===== src/rtl/alarm_pkg.sv =====
package alarm_pkg;
    localparam int NUM_FIELDS = 6;            // sec, min, hour, date, month, dow
    localparam int CFG_W      = 8;            // enable + BCD value
    localparam int VAL_W      = CFG_W - 1;    // BCD compare width
    localparam int ALM_CFG_W  = NUM_FIELDS * CFG_W;
    localparam int TIME_W     = NUM_FIELDS * VAL_W;

    typedef struct packed {
        logic             en;
        logic [VAL_W-1:0] val;
    } alarm_field_t;

    // A disabled field never blocks a match.
    function automatic logic field_ok(alarm_field_t f, logic [VAL_W-1:0] t);
        return (!f.en) || (f.val == t);
    endfunction
endpackage


===== src/rtl/alarm_match.sv =====
module alarm_match
    import alarm_pkg::*;
(
    input  logic [ALM_CFG_W-1:0] cfg,
    input  logic [TIME_W-1:0]    cur_time,
    output logic                 hit,
    output logic                 any_en
);
    logic [NUM_FIELDS-1:0] ok;
    logic [NUM_FIELDS-1:0] en;

    for (genvar k = 0; k < NUM_FIELDS; k++) begin : g_field
        alarm_field_t fld;
        assign fld   = alarm_field_t'(cfg[k*CFG_W +: CFG_W]);
        assign en[k] = fld.en;
        assign ok[k] = field_ok(fld, cur_time[k*VAL_W +: VAL_W]);
    end

    assign any_en = |en;
    assign hit    = any_en & (&ok);
endmodule


===== src/rtl/alarm_flag.sv =====
module alarm_flag (
    input  logic clk,
    input  logic rst,
    input  logic tick,
    input  logic hit,
    input  logic any_en,
    input  logic clr,
    output logic flag
);
    logic set_ev;
    assign set_ev = tick & hit;

    always_ff @(posedge clk) begin
        if (rst)          flag <= 1'b0;
        else if (set_ev)  flag <= 1'b1;   // set wins over clear
        else if (clr)     flag <= 1'b0;
    end

    AST_SET_ON_MATCH: assert property (@(posedge clk) disable iff (rst)
        (tick && hit) |=> flag);
    AST_RISE_NEEDS_TICK: assert property (@(posedge clk) disable iff (rst)
        $rose(flag) |-> $past(tick && hit));
    AST_NONE_ENABLED: assert property (@(posedge clk) disable iff (rst)
        !any_en |-> !hit);
    AST_STICKY: assert property (@(posedge clk) disable iff (rst)
        (flag && !clr) |=> flag);
    AST_CLEAR: assert property (@(posedge clk) disable iff (rst)
        (clr && !(tick && hit)) |=> !flag);
    AST_SET_BEATS_CLEAR: assert property (@(posedge clk) disable iff (rst)
        (clr && tick && hit) |=> flag);
endmodule


===== src/rtl/alarm_cmp_top.sv =====
module alarm_cmp_top
    import alarm_pkg::*;
#(
    parameter int NUM_ALARMS = 2
) (
    input  logic                           clk,
    input  logic                           rst,
    input  logic                           tick,
    input  logic [TIME_W-1:0]              cur_time,
    input  logic [NUM_ALARMS*ALM_CFG_W-1:0] alarm_cfg,
    input  logic [NUM_ALARMS-1:0]          alarm_clr,
    input  logic [NUM_ALARMS-1:0]          irq_en,
    output logic [NUM_ALARMS-1:0]          alarm_flag,
    output logic                           irq_n
);
    for (genvar n = 0; n < NUM_ALARMS; n++) begin : g_alarm
        logic hit, any_en;

        alarm_match u_match (
            .cfg      (alarm_cfg[n*ALM_CFG_W +: ALM_CFG_W]),
            .cur_time (cur_time),
            .hit      (hit),
            .any_en   (any_en)
        );

        alarm_flag u_flag (
            .clk    (clk),
            .rst    (rst),
            .tick   (tick),
            .hit    (hit),
            .any_en (any_en),
            .clr    (alarm_clr[n]),
            .flag   (alarm_flag[n])
        );

        AST_CLR_ISOLATED: assert property (@(posedge clk) disable iff (rst)
            (alarm_flag[n] && !alarm_clr[n]) |=> alarm_flag[n]);
    end

    assign irq_n = ~|(alarm_flag & irq_en);

    AST_RESET_CLEARS: assert property (@(posedge clk)
        rst |=> (alarm_flag == '0));
endmodule


===== config.mk =====
export PLATFORM = sky130hd
export DESIGN_NAME = alarm_cmp_top
export DESIGN_NICKNAME = d
export VERILOG_FILES = /design/src/rtl/alarm_pkg.sv /design/src/rtl/alarm_match.sv /design/src/rtl/alarm_flag.sv /design/src/rtl/alarm_cmp_top.sv
export SDC_FILE = /design/constraint.sdc
export NUM_CORES = 1
export LEC_CHECK = 0
export BUFFER_PORTS_ARGS = -buffer_cell sky130_fd_sc_hd__buf_2
export CAP_MARGIN = 20
export CELL_PAD_IN_SITES_DETAIL_PLACEMENT = 1
export CELL_PAD_IN_SITES_GLOBAL_PLACEMENT = 2
export CORE_MARGIN = 4
export CORE_UTILIZATION = 13
export DETAILED_ROUTE_END_ITERATION = 7
export PLACE_DENSITY_LB_ADDON = 0.1
export SYNTH_ARGS = -nofsm -noshare
export SYNTH_HDL_FRONTEND = slang
export SYNTH_HIERARCHICAL = 1
export SYNTH_SLANG_ARGS = --single-unit

===== constraint.sdc =====
create_clock -name clk -period 0.95 [get_ports clk]
set_input_delay 0 -clock clk [delete_from_list [all_inputs] [get_ports clk]]
set_output_delay 0 -clock clk [all_outputs]
set_load 0.05 [all_outputs]

# After elaboration in Yosys (flattened, before gate mapping)
# Cells that the tools add are included.
# W data, S select, Z words.
[totals]
reg_bits = 2
inputBits = 145
out_inout_bits = 3
wordCells = 55
[classes]
eq_ne = 12
n_mux = 4
n_bitwise = 5
reduce_logical = 32
[op_table]
columns = ["operator", "n"]
rows = [
  ["$eq A7 B7 Y1", 12],
  ["$logic_not A1 Y1", 13],
  ["$logic_or A1 B1 Y1", 12],
  ["$reduce_and A6 Y1", 2],
  ["$reduce_or A6 Y1", 2],
  ["$and A1 B1 Y1", 4],
  ["$mux W1", 4],
  ["$reduce_bool A2 Y1", 2],
  ["$and A2 B2 Y2", 1],
  ["$reduce_or A2 Y1", 1],
]

# Logic depth before layout (Yosys ltp)
# Gate-level depths: netlist of the first run.
[logic_depth]
depth_word = 6
mapped_depth = 7

# Modules after synthesis
# Netlist of the first run, hierarchy kept.
[by_module_without_submodules]
columns = ["module", "n_inst", "cells_per_inst", "area_per_inst_um2", "seq_area_each_um2"]
rows = [
  ["alarm_match", 2, 60, 531.8, 0.0],
  ["alarm_flag", 2, 4, 38.8, 20.0],
  ["alarm_cmp_top", 1, 1, 12.5, 0.0],
]

# Worst setup path after synthesis of the first run
# Ideal clock, no wire load.
[synth_timing]
kind = "register to output"
start = "register g_alarm[0].u_flag.flag"
end = "output irq_n"
t_arrival_ps = 1088
required_time_ps = 950
slack_ps = -138
path_stages_with_launch = 2
cell_sequence = "dfxtp_1 -> a22oi_2"
[synth_between]
elab_chain_len = 3
[synth_rtl]
columns = ["element", "line_no", "text"]
rows = [
  ["from (decl)", "alarm_flag.sv:8", "output logic flag"],
  ["from (signal assigned)", "alarm_flag.sv:14", "if (rst) flag <= 1'b0;"],
  ["from (signal assigned)", "alarm_flag.sv:15", "else if (set_ev) flag <= 1'b1;"],
  ["from (signal assigned)", "alarm_flag.sv:16", "else if (clr) flag <= 1'b0;"],
  ["$and A2 B2 Y2", "alarm_cmp_top.sv:40", "assign irq_n = ~|(alarm_flag & irq_en);"],
  ["$reduce_or A2 Y1", "alarm_cmp_top.sv:40", ""],
  ["$logic_not A1 Y1", "alarm_cmp_top.sv:40", ""],
  ["to (decl)", "alarm_cmp_top.sv:14", "output logic irq_n"],
]
# Every way passes these cells.

# Worst setup path after layout of the first run
[layout_timing]
start = "input cur_time[25]"
end = "register g_alarm[0].u_flag.flag"
[layout_between]
elab_chain_len = 6
word_cells_on_any_way = 7
classes_between = "1 x eq/ne; 1 x mux; 2 x bitwise; 3 x reduce/logical"
[layout_rtl]
columns = ["element", "line_no", "text"]
rows = [
  ["from (decl)", "alarm_cmp_top.sv:9", "input logic [TIME_W-1:0] cur_time,"],
  ["$eq A7 B7 Y1 (*)", "alarm_pkg.sv:15", "return (!f.en) || (f.val == t);"],
  ["$logic_or A1 B1 Y1 (*)", "alarm_pkg.sv:15", ""],
  ["$reduce_and A6 Y1 (*)", "alarm_match.sv:20", "assign hit = any_en & (&ok);"],
  ["$and A1 B1 Y1 (*)", "alarm_match.sv:20", ""],
  ["net g_alarm[0].hit", "alarm_cmp_top.sv:17", "logic hit, any_en;"],
  ["$and A1 B1 Y1 (*)", "alarm_flag.sv:11", "assign set_ev = tick & hit;"],
  ["$mux W1 or $reduce_bool A2 Y1 (tied branches)", "-", ""],
]
# Mark *: on every way through the listed nets, which the timed path passes. The rest lies on a longest branch.
# A chain may end at the register's enable or synchronous reset.

==> results of run 1 <==
[area by class of cell]
cell class	count	area [µm²]
fill	1080	6504
timing repair buffer	148	790.8
multi-input combinational	127	1165
tap	108	135.1
clock buffer	3	41.29
sequential	2	42.54
[critical path, delay by kind of cell]
family	cells	cell delay (ps)
and+or+nand+nor	4	470
AOI/OAI and AO/OA	2	450
xor gates and xnor gates	1	140
buffers and inverters	1	130
[per-layer routing]
metal  share of wire [%]  wire, µm
met5                   0         0
met4                   0         0
met3                 9.3       507
met2                  55      3017
met1                  35      1930
[placed cells by master, fill, tap and decap left out, drive strengths merged]
cell type    count
nand4           14
dfxtp            2
dlygate4sd3      1
o41ai           12
buf            147
xnor2           48
nand2            4
clkbuf           3
a22oi            1
a21oi            2
nor2             4
nand2b           2
nand3            2
xor2            36
nor4             2
[metrics by stage]
step	utilization, %	instance area [µm²]	TNS, ps	setup WS (ps)	hold WS (ps)
floorplan	-	1156	0	5.262	55.08
global placement	23.36	2027	-753.2	-428.5	195.4
detailed placement	23.36	2027	-825.1	-451.2	196.3
CTS	24.64	2138	-283.0	-142.9	55.15
global route	25.06	2175	-504.7	-274.1	68.36
finish	25.06	2175	-189.4	-97.32	46.58
[report_power, final]
part / switching (W) / total (W) / internal, W
logic: 0.000371 / 0.000852 / 0.000481
clock network: 0.0000620 / 0.000329 / 0.000267
registers: 0.000000459 / 0.0000857 / 0.0000852
[how the worst min path moves through the flow]
| stage | start | endpoint | slack [ps] | depth (start not counted) |
|---|---|---|---|---|
| 5_1_grt | tick | g_alarm[0].u_flag/flag | 70 | 3 |
| 3_3_place_gp | rst | g_alarm[0].u_flag/flag | 200 | 2 |
| 6_report | tick | g_alarm[0].u_flag/flag | 50 | 3 |
| 2_1_floorplan | rst | g_alarm[0].u_flag/flag | 60 | 1 |
| 4_1_cts | alarm_clr[1] | g_alarm[1].u_flag/flag | 60 | 3 |
| 3_5_place_dp | rst | g_alarm[0].u_flag/flag | 200 | 2 |
[cells by family (layout without fill, tap and decap cells)]
group / after synthesis / count (layout) / share of synthesized area (%)
AO/OA/AOI/OAI: 15 / 15 / 19.52
XOR/XNOR: 84 / 84 / 63.77
buffers and inverters: 0 / 151 / 0
flip-flops: 2 / 2 / 3.471
AND/OR/NAND/NOR: 28 / 28 / 13.23
[what timing repair did]
item                       CTS  global route
pin swaps                    0             8
hold endpoints to repair     2             0
hold buffers                 1             0
setup endpoints to repair    3             2
gates resized for setup     10             7
==> summary.txt, run 1 <==
CTS
  • Clk root buf: clkbuf_8
  • Post-CTS Setup Repair Bufs: 0
  • Clock Latency Late Sink: 210 ps
  • TritonCTS buffer count: 3
  • Num Clock Sinks: 2
  • Worst-path clk slew: ~30 ps
  • H-Tree Depth: 1
  • Clock Tree Buf Depth: 2
  • CTS tree: built

Status
  • Violated checks: negative setup slack
  • Status: finished with violations

Die
  • Die X: 102.2 µm
  • Row count: 34
  • Starting Density: between 10% and 20%
  • Die area: 10,440 µm²
  • IO Pins: between 100 and 150
  • Area of the core: 8678 µm²
  • DIE HEIGHT: between 100 and 150 µm

Synthesis
  • Seq cells post-synth: 2
  • Mapped Avg Cell Area: between 8 and 9 µm²
  • Cell taking the most area after synthesis: xnor2_1
  • Most frequent cell after synthesis: xnor2_1
  • Top post-synthesis cells by area: xnor2_1 (36%), xor2_1 (27%), o41ai_2 (17%)
  • Syn nets: roughly 270
  • Top-area cell type share of the netlist area: a little over a third
  • Number of synthesized flops with an enable pin: 0
  • Post-synth top cells: xnor2_1 (48), xor2_1 (36), nand4_1 (14)
  • Netlist Area Pre-Place: 1154 µm²
  • Post-Syn Instances: ~130
  • Most used flip-flop cell after synthesis: dfxtp_1
  • Asr flop ratio synth: 0%
  • Synth cell types: 12
  • Sequential fraction of the synthesis area: 3.471%
  • Synthesis warning total: 6

Cells and area
  • Max FFs per register: 2
  • Largest registers: g_alarm.u_flag/flag x2
  • Register with the most flip-flops: g_alarm.u_flag/flag
  • Non-Filler Instances: ~390
  • N_diodes: 0
  • Layout cells sized above 1: between 60% and 70%
  • Layout Area Growth over Synthesis: 88.50%
  • Layout Nets: 427

Pwr
  • Tot Pwr: 0.001267 W
  • Leakage dissipation: 1.004 nW
  • Cell Pwr Density: approximately 580 nW/µm²
  • Maximum VDD drop: 0.0003534 V

Worst setup path
  • FF-to-FF End: g_alarm[0].u_flag/flag
  • CP endpoint: g_alarm[0].u_flag/flag
  • CP Data Arrival Time: 1190 ps
  • Worst Path Required: ~1100 ps
  • CP max stage cell: o41ai_2
  • Worst path max stage delay: between 300 and 400 ps
  • Crit path launch type: primary input
  • Kind of critical path: primary input to register
  • R2R depth: 2
  • Beginning of the worst register-to-register path: g_alarm[0].u_flag/flag
  • Flop-to-flop setup slack: between 300 and 400 ps
  • Crit. Startpoint: cur_time[25]
  • CP Max Fanout: 2
  • CP cell instances: buf_4 -> xnor2_2 -> nand4_1 -> o41ai_2 -> nand3_1 -> nor2_2 -> nand2_1 -> a21oi_2
  • Critical path capture point type: register

GRT
  • Number of global-route vias before repair: 1,652
  • Met1 usage: about a tenth
  • First-pass GRT wire length: 7817 µm
  • Met2 Track Usage GR: between 10% and 20%
  • Total Routing Usage GR: a little under a tenth
  • Pin count of the biggest net entering global routing: 4
  • GR peak layer: met2
  • Initial antenna violation count: 0
  • Met3 Use GR: about 2.9%
  • Total gr overflow: 0

STA
  • Rel. slew slack: about 77%
  • Final Hold Viols: 0
  • Fin crit share: 110.2%
  • Fmax: 0.9548 GHz
  • Final setup fails: 2
  • Worst Setup Slack, final: -97.32 ps
  • Min cycle time layout: ~1000 ps
  • Slew @ Worst Pin: ~340 ps
  • RSZ-0062 raised after global routing: yes
  • Clock Skew: 0 ps
  • Pins Over Slew Limit: 0

Drt
  • Avg WL per Cell: around 14 µm
  • Post-DRT Antenna Nets: 0
  • Routed vias/inst: ~3.8
  • Drt pass-1 iters: 4
  • DRT iter0 DRCs: 12
  • Residual DRC: 0
  • Vias: around 1,500
  • Total Routed Length: between 5000 and 6000 µm

Place
  • Placed insts: 384
  • Routability cong.: 0.7282
  • DP HPWL: 5211 µm
  • IO buf count: ~150

Hold path
  • Hold Path Class: primary input to register

Run
  • Max-Cap Viols: 0
No activity file was read; power rests on OpenSTA's default activity.
==> run 2: changes to the inputs <==
--- a/config.mk
+++ b/config.mk
@@ -13,6 +13,7 @@
 export CORE_UTILIZATION = 13
 export DETAILED_ROUTE_END_ITERATION = 7
 export PLACE_DENSITY_LB_ADDON = 0.1
+export SLEW_MARGIN = 40
 export SYNTH_ARGS = -nofsm -noshare
 export SYNTH_HDL_FRONTEND = slang
 export SYNTH_HIERARCHICAL = 1
==> constraint.sdc (replaced) <==
create_clock -name clk -period 0.95 [get_ports clk]
set_input_delay 0 -clock clk [delete_from_list [all_inputs] [get_ports clk]]
set_output_delay 0 -clock clk [all_outputs]
set_load 0.01 [all_outputs]
==> summary.txt, run 2 (same netlist as run 1, synthesis figures left out) <==
Drt
  • Routed vias/inst: 3.869 (+0.67%)
  • Drt pass-1 iters: 3 (-1)
  • DRT iter0 DRCs: 10 (-2)
  • Avg WL per Cell: 13.93 µm (-0.95%)
  • Vias: 1,501 (+0.67%)
  • Total Routed Length: 5403 µm (-0.95%)
  • Residual DRC: 0 (unchanged)
  • Post-DRT Antenna Nets: 0 (unchanged)

Worst setup path
  • Crit path launch type: primary input
  • Worst Path Required: 1090 ps (about the same)
  • Kind of critical path: primary input to register
  • Critical path capture point type: register
  • CP Data Arrival Time: 1240 ps (+50 ps)
  • CP Max Fanout: 1 (-1)

CTS
  • Worst-path clk slew: 30 ps (about the same)
  • Clock Latency Late Sink: 210 ps (about the same)
  • Clk root buf: clkbuf_8
  • H-Tree Depth: 1 (unchanged)
  • CTS tree: built
  • Num Clock Sinks: 2 (unchanged)
  • TritonCTS buffer count: 3 (unchanged)
  • Post-CTS Setup Repair Bufs: 0 (unchanged)
  • Clock Tree Buf Depth: 2 (unchanged)

GRT
  • Initial antenna violation count: 0 (unchanged)
  • Total Routing Usage GR: 9.424% (-0.087 points)
  • First-pass GRT wire length: 7769 µm (-0.61%)
  • Total gr overflow: 0 (unchanged)
  • Number of global-route vias before repair: 1,643 (-0.54%)
  • Pin count of the biggest net entering global routing: 4 (unchanged)

STA
  • Fmax: 0.9054 GHz (-5.2%)
  • Rel. slew slack: 74.98% (-1.8 points)
  • RSZ-0062 raised after global routing: yes
  • Pins Over Slew Limit: 0 (unchanged)
  • Slew @ Worst Pin: 371.9 ps (+27.44 ps)
  • Clock Skew: 0 ps (unchanged)
  • Final setup fails: 2 (unchanged)
  • Min cycle time layout: 1105 ps (+57.19 ps)
  • Worst Setup Slack, final: -154.5 ps (-57.19 ps)
  • Fin crit share: 116.3% (+6.0 points)
  • Final Hold Viols: 0 (unchanged)
  • Post-route setup TNS: -244.3 ps (-54.93 ps)

Pwr
  • Leakage dissipation: 1.033 nW (+2.8%)
  • Maximum VDD drop: 0.0004609 V (+30%)
  • Tot Pwr: 0.001289 W (+1.7%)
  • Cell Pwr Density: 575.3 nW/µm² (-1.3%)

Cells and area
  • Design Area, Final: 2241 µm² (+3.0%)
  • Non-Filler Instances: 388 (unchanged)
  • Register with the most flip-flops: g_alarm.u_flag/flag
  • Most frequent cells in the layout: buf_2 (131), xnor2_1 (40), xor2_1 (36)
  • Commonest non-fill, non-tap cell in the layout: buf_2
  • Layout cells sized above 1: 62.50% (+0.71 points)
  • Layout Nets: 427 (unchanged)
  • Max FFs per register: 2 (unchanged)
  • Layout Area Growth over Synthesis: 94.25%
  • N_diodes: 0 (unchanged)
  • Largest registers: g_alarm.u_flag/flag x2

Die
  • Area of the core: 8678 µm² (unchanged)
  • Row count: 34 (unchanged)
  • Starting Density: 13.29% (unchanged)
  • DIE HEIGHT: 102.2 µm (unchanged)
  • Die area: 10,440 µm² (unchanged)
  • IO Pins: 148 (unchanged)
  • Die X: 102.2 µm (unchanged)

Status
  • Violated checks: negative setup slack
  • Status: finished with violations

Place
  • DP HPWL: 5169 µm (-0.82%)
  • IO buf count: 147 (unchanged)
  • Placed insts: 384 (unchanged)
  • Dpl ws: -434.3 ps (+16.83 ps)
  • Dpl cell area: 2024 µm² (-0.12%)
  • Routability cong.: 0.7139 (-2.0%)

Hold path
  • Hold Path Class: primary input to register

Run
  • Max-Cap Viols: 0 (unchanged)
[run 2: cell counts in the layout (fill, tap and decap cells not counted)]
Identical to the previous run, type by type.
[run 2: final cells by class]
| class | count | area (µm²) |
|---|---|---|
| Fill cell | 1086 | 6437 |
| Multi-Input combinational cell | 127 | 1179 |
| Timing Repair Buffer | 148 | 845.8 |
| Tap cell | 108 | 135.1 |
| Clock buffer | 3 | 41.29 |
| Sequential cell | 2 | 40.04 |
[run 2: what timing repair did]
action / CTS / global route
pin swaps: 10 / 10
endpoints found under the hold margin: 2 / 0
hold buffers: 1 / 0
setup endpoints to repair: 2 / 2
gates resized for setup: 15 / 17
cloned: 0 / 0
[run 2: layer usage]
layer  wire (µm)  vias to the layer above  track usage [%]
li1            -                      764                -
met1        1732                      675            9.817
met2        3157                       62            19.44
met3         513                        0            2.389
met4           0                        0           0.6054
met5           0                        -                0
[run 2: stage by stage]
| step | util (%) | hold slack (ps) |
|---|---|---|
| finish | 25.82 | 62.26 |
| global route | 25.82 | 77.92 |
| CTS | 24.84 | 67.55 |
| detailed placement | 23.33 | 193.3 |
| global placement | 23.33 | 193.5 |
| floorplan | - | 47.46 |
[run 2: where the power goes]
part	internal, W	total [W]	switching (W)
Combinational	0.000511	0.000877	0.000366
Sequential	0.0000852	0.0000857	0.000000439
Clock	0.000267	0.000327	0.0000594
[run 2: critical path, cell delays in order]
cell	delay (ps)
buf_6	90
xnor2_2	150
nand4_1	130
o41ai_2	350
nand4_1	170
nor2_2	150
nand2_2	70
a21oi_2	130
[run 2: worst paths after layout]
check	startpoint	endpoint	slack, ps	cells past startpoint
worst max-delay path	alarm_cfg[11]	g_alarm[0].u_flag/flag	-150	8
worst min-delay path	alarm_clr[0]	g_alarm[0].u_flag/flag	60	3
worst max register to register	g_alarm[1].u_flag/flag	g_alarm[1].u_flag/flag	320	2
worst min register to register	g_alarm[0].u_flag/flag	g_alarm[0].u_flag/flag	500	2
